`config.mk`:
```
export PLATFORM = sky130hd
export DESIGN_NAME = gpio16_port
export DESIGN_NICKNAME = d
export VERILOG_FILES = /design/src/rtl/gpio16_pkg.sv /design/src/rtl/gpio16_ctrl.sv /design/src/rtl/gpio16_dp.sv /design/src/rtl/gpio16_port.sv
export SDC_FILE = /design/constraint.sdc
export NUM_CORES = 1
export LEC_CHECK = 0
export CAP_MARGIN = 20
export CORE_ASPECT_RATIO = 0.6
export CORE_UTILIZATION = 58
export CTS_CLUSTER_SIZE = 8
export DETAILED_ROUTE_END_ITERATION = 10
export GPL_TIMING_DRIVEN = 0
export PLACE_DENSITY = 0.84
export RECOVER_POWER = 50
export SKIP_CTS_REPAIR_TIMING = 1
export SKIP_LAST_GASP = 1
export SLEW_MARGIN = 20
export SYNTH_ARGS = -nofsm -noshare
export SYNTH_HDL_FRONTEND = slang
export SYNTH_SLANG_ARGS = --single-unit
```
`constraint.sdc`:
```
create_clock -name clk -period 6.22 [get_ports clk]
set_input_delay 1.244 -clock clk [delete_from_list [all_inputs] [get_ports clk]]
set_output_delay 1.244 -clock clk [all_outputs]
set_load 0.1 [all_outputs]
```
`src/rtl/gpio16_pkg.sv`:
```
package gpio16_pkg;

  localparam logic [1:0] SIZE_HALF = 2'b01;

  // Register index taken from address bits [4:2]; index 7 means no register selected.
  typedef enum logic [2:0] {
    SEL_DIN  = 3'd0,
    SEL_DOUT = 3'd1,
    SEL_DIR  = 3'd2,
    SEL_EDGE = 3'd3,
    SEL_MASK = 3'd4,
    SEL_STAT = 3'd5,
    SEL_PEN  = 3'd6,
    SEL_NONE = 3'd7
  } regSel_e;

  typedef struct packed {
    logic    wrEn;
    logic    rdEn;
    regSel_e sel;
  } busStrobe_t;

endpackage

```
`src/rtl/gpio16_ctrl.sv`:
```
module gpio16_ctrl
  import gpio16_pkg::*;
#(
  parameter int ADDR_W = 8
) (
  input  logic              busReq,
  input  logic              busWe,
  input  logic [1:0]        busSize,
  input  logic [ADDR_W-1:0] busAddr,
  output busStrobe_t        strobe
);

  localparam int IDX_LSB = 2;
  localparam int IDX_W   = 3;
  localparam int IDX_MSB = IDX_LSB + IDX_W - 1;
  localparam logic [IDX_W-1:0] LAST_IDX = IDX_W'(SEL_PEN);

  logic [IDX_W-1:0] idx;
  logic aligned, inRange, sizeOk, accept;

  assign idx     = busAddr[IDX_MSB:IDX_LSB];
  assign aligned = (busAddr[IDX_LSB-1:0] == '0);
  assign inRange = ((busAddr >> (IDX_MSB + 1)) == '0) && (idx <= LAST_IDX);
  assign sizeOk  = (busSize == SIZE_HALF);
  assign accept  = busReq && aligned && inRange && sizeOk;

  assign strobe.sel  = accept ? regSel_e'(idx) : SEL_NONE;
  assign strobe.wrEn = accept && busWe && (idx != IDX_W'(SEL_DIN));
  assign strobe.rdEn = accept && !busWe;

endmodule

```
`src/rtl/gpio16_dp.sv`:
```
module gpio16_dp
  import gpio16_pkg::*;
#(
  parameter int PIN_W       = 16,
  parameter int SYNC_STAGES = 2
) (
  input  logic             clk,
  input  logic             rstN,
  input  busStrobe_t       strobe,
  input  logic [PIN_W-1:0] wrData,
  input  logic [PIN_W-1:0] pinIn,
  output logic [PIN_W-1:0] pinOut,
  output logic [PIN_W-1:0] pinOe,
  output logic [PIN_W-1:0] rdData,
  output logic             irqOut
);

  localparam logic [PIN_W-1:0] ALL_ONES = '1;
  localparam logic [PIN_W-1:0] ALL_ZERO = '0;

  logic [SYNC_STAGES-1:0][PIN_W-1:0] syncQ;
  logic [PIN_W-1:0] sample, prevQ;
  logic [PIN_W-1:0] outQ, dirQ, edgeQ, maskQ, statQ, penQ, rdQ;
  logic [PIN_W-1:0] rise, fall, hit, clrBits, rdMux;
  logic irqQ;

  assign sample = syncQ[SYNC_STAGES-1];
  assign rise   = sample & ~prevQ;
  assign fall   = ~sample & prevQ;
  // An edge counts only on an input pin whose mask bit is clear.
  assign hit    = ((edgeQ & rise) | (~edgeQ & fall)) & dirQ & ~maskQ;
  assign clrBits = (strobe.wrEn && strobe.sel == SEL_STAT) ? wrData : ALL_ZERO;

  always_comb begin
    case (strobe.sel)
      SEL_DIN:  rdMux = sample & penQ;
      SEL_DOUT: rdMux = outQ;
      SEL_DIR:  rdMux = dirQ;
      SEL_EDGE: rdMux = edgeQ;
      SEL_MASK: rdMux = maskQ;
      SEL_STAT: rdMux = statQ;
      SEL_PEN:  rdMux = penQ;
      default:  rdMux = rdQ;
    endcase
  end

  always_ff @(posedge clk) begin
    if (!rstN) begin
      syncQ <= '0;
      prevQ <= ALL_ZERO;
    end else begin
      syncQ <= {syncQ[SYNC_STAGES-2:0], pinIn};
      prevQ <= sample;
    end
  end

  always_ff @(posedge clk) begin
    if (!rstN) begin
      outQ  <= ALL_ONES;
      dirQ  <= ALL_ONES;
      edgeQ <= ALL_ONES;
      maskQ <= ALL_ONES;
      penQ  <= ALL_ONES;
      statQ <= ALL_ZERO;
      rdQ   <= ALL_ZERO;
      irqQ  <= 1'b0;
    end else begin
      if (strobe.wrEn && strobe.sel == SEL_DOUT) outQ  <= wrData;
      if (strobe.wrEn && strobe.sel == SEL_DIR)  dirQ  <= wrData;
      if (strobe.wrEn && strobe.sel == SEL_EDGE) edgeQ <= wrData;
      if (strobe.wrEn && strobe.sel == SEL_MASK) maskQ <= wrData;
      if (strobe.wrEn && strobe.sel == SEL_PEN)  penQ  <= wrData;
      // New events are ORed in after the clear, so an event wins over a clear in the same cycle.
      statQ <= (statQ & ~clrBits) | hit;
      irqQ  <= |statQ;
      if (strobe.rdEn) rdQ <= rdMux;
    end
  end

  assign pinOut = outQ;
  assign pinOe  = ~dirQ;
  assign rdData = rdQ;
  assign irqOut = irqQ;

endmodule

```
`src/rtl/gpio16_port.sv`:
```
module gpio16_port
  import gpio16_pkg::*;
#(
  parameter int ADDR_W = 8,
  parameter int PIN_W  = 16
) (
  input  logic              clk,
  input  logic              rstN,
  input  logic              busReq,
  input  logic              busWe,
  input  logic [1:0]        busSize,
  input  logic [ADDR_W-1:0] busAddr,
  input  logic [PIN_W-1:0]  busWdata,
  output logic [PIN_W-1:0]  busRdata,
  input  logic [PIN_W-1:0]  pinIn,
  output logic [PIN_W-1:0]  pinOut,
  output logic [PIN_W-1:0]  pinOe,
  output logic              irqOut
);

  busStrobe_t strobe;

  gpio16_ctrl #(.ADDR_W(ADDR_W)) u_ctrl (
    .busReq (busReq),
    .busWe  (busWe),
    .busSize(busSize),
    .busAddr(busAddr),
    .strobe (strobe)
  );

  gpio16_dp #(.PIN_W(PIN_W), .SYNC_STAGES(2)) u_dp (
    .clk   (clk),
    .rstN  (rstN),
    .strobe(strobe),
    .wrData(busWdata),
    .pinIn (pinIn),
    .pinOut(pinOut),
    .pinOe (pinOe),
    .rdData(busRdata),
    .irqOut(irqOut)
  );

endmodule

```
== After elaboration in Yosys (flattened, before gate mapping) ==
Cells that the tools add are included.
Word-level totals
  bits in writable memories: 0
  output and inout bits: 49
  bits of input ports: 46
  register bits: 161
  memory bits (read-only): 0
  memories: 0
  word-level logic and storage cells: 59
  latch bits: 0
Cells by class
  equality and inequality tests: 7
  muxes and demuxes: 3
  add/subtract/negate cells: 0
  reduce and logical (&&, ||, !) cells: 21
  bitwise logic cells: 16
  shift operators: 0
  magnitude comparators: 1
  multipliers: 0
  divide/modulo/power cells: 0
Operators by type and width (count)
  AND 16 bit: 8
  one-hot mux 16 bit (7 select lines): 1
  NOT 16 bit: 6
  OR 16 bit: 2
  two-way mux 16 bit: 1
  OR reduction 16 bit: 1
  logical AND 1 bit: 13
  == test 3 bit (second input constant): 3
  logical NOT 8 bit: 1
  nonzero test 7 bit: 1
  == test 3 x 2 -> 1 bit (second input constant): 2
  == test 3 x 1 -> 1 bit (second input constant): 1
  <= comparator 3 bit (second input constant): 1
  logical NOT 3 bit: 1
  two-way mux 3 bit: 1
  nonzero test 3 bit: 1
  == test 2 x 1 -> 1 bit (second input constant): 1
  logical NOT 2 bit: 1
  AND reduction 2 bit: 1
  logical NOT 1 bit: 1

== Logic depth before layout (Yosys ltp) ==
  word-level depth: 11
  depth in mapped cells: 7
  gate-level depth less buffers: 4

== Cells and area by module ==
Synthesis repeated with hierarchy kept, for this count alone.
Second synthesis, totals
  cell total of the unflattened synthesis: 779
  area, all modules: 6615.1 um^2
Modules (own cells, without submodules)
  gpio16_dp: seq. area each 3223.1 um^2, cells each 768, times used 1, area an instance 6553.8 um^2
  gpio16_ctrl: seq. area each 0.0 um^2, cells each 11, times used 1, area an instance 61.3 um^2

== Worst setup path before layout ==
No wires, ideal clock.
  path kind: input to register
  start point: in busAddr[6]
  end point: reg u_dp.edgeQ[11]
  arrival: 2.769 ns
  cell stages on the path: 7
  setup time: 0.137 ns
  buffers on the path: 3
  required time: 6.083 ns
  slack: 3.314 ns
  cell sequence: or4_4 buf_6 or4_4 buf_6 buf_6 nand2_1 nand3_1
On the way
  word-level cells in the longest chain between the ends: 7
  elaborated cells between the ends (all ways): 9
  classes of those cells: eq/ne: 1; mux: 1; reduce/logical: 7
Ends and longest elaborated chain
  from (decl): RTL line gpio16_port.sv:12  | input logic [ADDR_W-1:0] busAddr,
  logical NOT 8 bit *: RTL line gpio16_ctrl.sv:23  | assign inRange = ((busAddr >> (IDX_MSB + 1)) == '0) && (idx <= LAST_IDX);
  logical AND 1 bit *: RTL line gpio16_ctrl.sv:23
  logical AND 1 bit * (2 in series): RTL line gpio16_ctrl.sv:25  | assign accept = busReq && aligned && inRange && sizeOk;
  two-way mux 3 bit / logical AND 1 bit (equally long branches): RTL line gpio16_ctrl.sv:27, gpio16_ctrl.sv:28
  == test 3 x 2 -> 1 bit / logical AND 1 bit (equally long branches): RTL line gpio16_dp.sv:70, gpio16_ctrl.sv:28
  logical AND 1 bit *: RTL line gpio16_dp.sv:70  | if (strobe.wrEn && strobe.sel == SEL_EDGE) edgeQ <= wrData;
  to (signal assigned): RTL line gpio16_dp.sv:70
  to (decl): RTL line gpio16_dp.sv:23  | logic [PIN_W-1:0] outQ, dirQ, edgeQ, maskQ, statQ, penQ, rdQ;
Every way passes the cells marked *; elsewhere a longest branch is shown, timed or not.
A chain may end at the register's enable or synchronous reset.

== Final worst setup path ==
  start point: in busAddr[6]
  end point: reg u_dp.outQ[10], in the netlist u_dp.pinOut[10]
On the way
  word-level cells in the longest chain between the ends: 7
  elaborated cells between the ends (all ways): 9
  classes of those cells: eq/ne: 1; mux: 1; reduce/logical: 7
Ends and longest elaborated chain
  logical NOT 8 bit *: RTL line gpio16_ctrl.sv:23
  logical AND 1 bit *: RTL line gpio16_ctrl.sv:23
  logical AND 1 bit * (2 in series): RTL line gpio16_ctrl.sv:25
  two-way mux 3 bit / logical AND 1 bit (equally long branches): RTL line gpio16_ctrl.sv:27, gpio16_ctrl.sv:28
  == test 3 x 1 -> 1 bit / logical AND 1 bit (equally long branches): RTL line gpio16_dp.sv:68, gpio16_ctrl.sv:28
  logical AND 1 bit *: RTL line gpio16_dp.sv:68  | if (strobe.wrEn && strobe.sel == SEL_DOUT) outQ <= wrData;
  to (signal assigned): RTL line gpio16_dp.sv:68
  to (decl): RTL line gpio16_dp.sv:23
Marks and branches as above.

==> summary.txt <==
Outcome
  – Outcome: finished with violations
  – Failing checks: design-rule violations, max-capacitance violations, max-slew violations

Clock tree
  – CTS sink cnt: 161
  – Clk root buf: clkbuf_16
  – CTS tree: done
  – CTS clk-pin slew, worst paths: 70 ps
  – Bufs on Longest Clock Path: 2
  – Clk_lat worst skew: 430 ps
  – TritonCTS Buffers: 17
  – H-tree Lvls: 4

Run
  – Maxcap violations: 1

Floorplanning
  – Core box area: 10800 sq um
  – DIE AREA: 11700 sq um
  – Die width: 139 microns
  – Die H: 84.4 microns
  – Row count: 29
  – Starting Density: 60.8%
  – I/O Pins: 95

Route
  – Vias: 6416
  – Initial DRC Count: 944
  – DR DRC count: 5
  – DR WL/cell: 22.0 microns
  – ANT nets after route: 0
  – Vias/cell: 6.39
  – DR pass1 iterations: 10
  – Routed WL: 22100 microns

STA
  – RSZ-0062 raised after global routing: false
  – Slew Viols, Final: 8
  – Worst hold margin: 435 ps
  – Final hold violations: 0
  – Setup Viol. Count Final: 0
  – Tcrit/Tclk final: 73.8%
  – Worst Clk Skew: 4.91 ps
  – Worst-margin pin slew: 1740 ps
  – TNS Setup: 0 ps
  – Slew headroom: -17.8%
  – Max Fclk: 218 MHz
  – Fin crit period: 4590 ps

Critical path
  – Worst Setup Start Kind: primary input
  – Reg-to-reg setup timing slack: 4900 ps
  – Crit Path Class: in2reg
  – Crit path capture type: flip-flop
  – Worst reg2reg path depth: 4
  – Worst R2R End: u_dp.rdData[0]
  – CP Data Arrival Time: 4960 ps
  – Critical path origin: busAddr[6]
  – Worst r2r src: u_dp.statQ[0]
  – Data required time of the worst path: 6590 ps
  – Maximum fanout along the worst path: 10
  – Crit path to: u_dp.pinOut[10]

Global route
  – Initial antenna violation count: 1
  – Grt ovf: 0
  – Total GRT Usage: 38.6%
  – Pin count of the biggest net entering global routing: 17
  – Global-route wire length before repair: 33600 microns
  – Number of global-route vias before repair: 6084

Cells and area
  – Non-Filler Instances: 1004
  – Area growth, synth to finish: 25.2%
  – N_diodes: 0
  – Layout cell share with drive strength beyond 1: 6.01%
  – Final Util: 76.2%
  – Total Nets Final: 898
  – Filler cells: 753

Logic synthesis
  – Cell Area, Synth: 6560 sq um
  – Synth area leaders: dfxtp_1, nand2_1, mux2i_1, and2_1, nand3_1
  – Synth Flop Type: dfxtp_1
  – Synthesized area per cell: 8.85 sq um
  – Async SR Flop Fraction: 0%
  – Post-Syn Instances: 741
  – Synth cell count leaders: dfxtp_1, nand2_1, nand3_1
  – Top cell type by total area after synthesis: dfxtp_1
  – Post-Syn Nets: 787
  – Post-synth top area share: 49.2%
  – Count leader, synth: dfxtp_1
  – Number of flops mapped to enable cells by yosys: 0
  – Cell variety after synth: 38
  – Yosys warning count: 0
  – Sequential fraction of the synthesis area: 49.2%
  – #FFs+latches synth: 161

Hold path
  – Hold crit path type: reg2reg

Placement
  – I/O Buffers: 92
  – DP Cell Count: 972
  – Hpwl dp: 14900 microns
  – Placer congestion estimate: 0.969

Power
  – Lkg Pwr: 3.54 nW
  – Max VDD drop: 0.000216 V
  – PnR Total Power: 2.26 mW
  – PD cells: 276 nW/um^2
area by class of cell:
cell class                      instances  area, sq um  area share [%]
Clock buffer                           17          425            5.18
Tap cell                              139          174            2.12
Multi-Input combinational cell        513         3010            36.7
Timing Repair Buffer                   92          921            11.2
Buffer                                 49          201            2.45
Clock inverter                         15          181            2.21
Sequential cell                       161         3220            39.3
Inverter                               18         67.6           0.823
per-layer routing:
| metal | track usage [%] | share of wire (%) | wire [microns] |
|---|---|---|---|
| met3 | 15.6 | 14 | 3180 |
| met1 | 49.3 | 40 | 8770 |
| met4 | 16.7 | 3.3 | 727 |
| met2 | 57.8 | 43 | 9420 |
| met5 | 0 | 0.059 | 13 |
sequential cells by signal, indices dropped and copies added, names as in the netlist:
register / flops
u_dp.prevQ: 16
u_dp.statQ: 16
u_dp.maskQ: 16
u_dp.syncQ: 16
u_dp.pinOut: 16
u_dp.rdData: 16
u_dp.irqOut: 1
u_dp.sample: 16
u_dp.dirQ: 16
u_dp.penQ: 16
u_dp.edgeQ: 16
worst max-delay path, stage by stage:
cell and delay, ps:
dlygate4sd3_1 550, or4_2 660, clkbuf_1 300, nor4b_1 1450, buf_2 530, nand2_1 130, nand3_1 90
kinds of logic (layout without fill, tap and decap cells):
family	after synthesis	after routing	share of synthesized area [%]
flops	161	161	49.2
mux	48	48	7.33
simple gates	318	318	25.5
buf+inv	67	191	4.45
compound gates	147	147	13.5
stage by stage:
| step | setup slack, ps | instance area [sq um] |
|---|---|---|
| 2_1_floorplan | 3310 | 6560 |
| 3_3_place_gp | 2490 | 7650 |
| 3_5_place_dp | 2380 | 7650 |
| 4_1_cts | 2830 | 8260 |
| 5_1_grt | 1430 | 8210 |
| 6_report | 1630 | 8210 |
placed cells by master (no fill, tap or decap), types with 4 or more instances in the layout:
master,instances
and3b_1,18
and2_0,27
o21ai_0,32
mux2i_1,48
clkdlybuf4s50_1,82
a21oi_1,48
and2_1,21
clkbuf_16,17
o211ai_1,32
clkbuf_1,32
nor2_1,16
nand3_1,51
buf_2,14
inv_6,4
a211oi_1,16
or3_1,16
dlygate4sd3_1,10
o22ai_1,16
nor4_1,5
dfxtp_1,161
nand2_1,144
inv_1,17
worst min-delay path by stage:
| stage | start | slack [ps] | cells past startpoint | end |
|---|---|---|---|---|
| 3_5_place_dp | u_dp.syncQ[13] | 420 | 1 | u_dp.sample[13] |
| 5_1_grt | u_dp.syncQ[11] | 450 | 1 | u_dp.sample[11] |
| 6_report | u_dp.syncQ[11] | 430 | 1 | u_dp.sample[11] |
| 3_3_place_gp | u_dp.syncQ[10] | 410 | 1 | u_dp.sample[10] |
| 4_1_cts | u_dp.syncQ[11] | 430 | 1 | u_dp.sample[11] |
| 2_1_floorplan | u_dp.syncQ[0] | 410 | 1 | u_dp.sample[0] |
power by group:
group / total, mW / leakage [nW] / switching (mW) / internal [mW]
registers: 1.05 / 1.31 / 0.00744 / 1.04
clock network: 1.08 / 0.294 / 0.448 / 0.635
logic: 0.130 / 1.94 / 0.0763 / 0.0540
(Power assumes the default switching activity.)
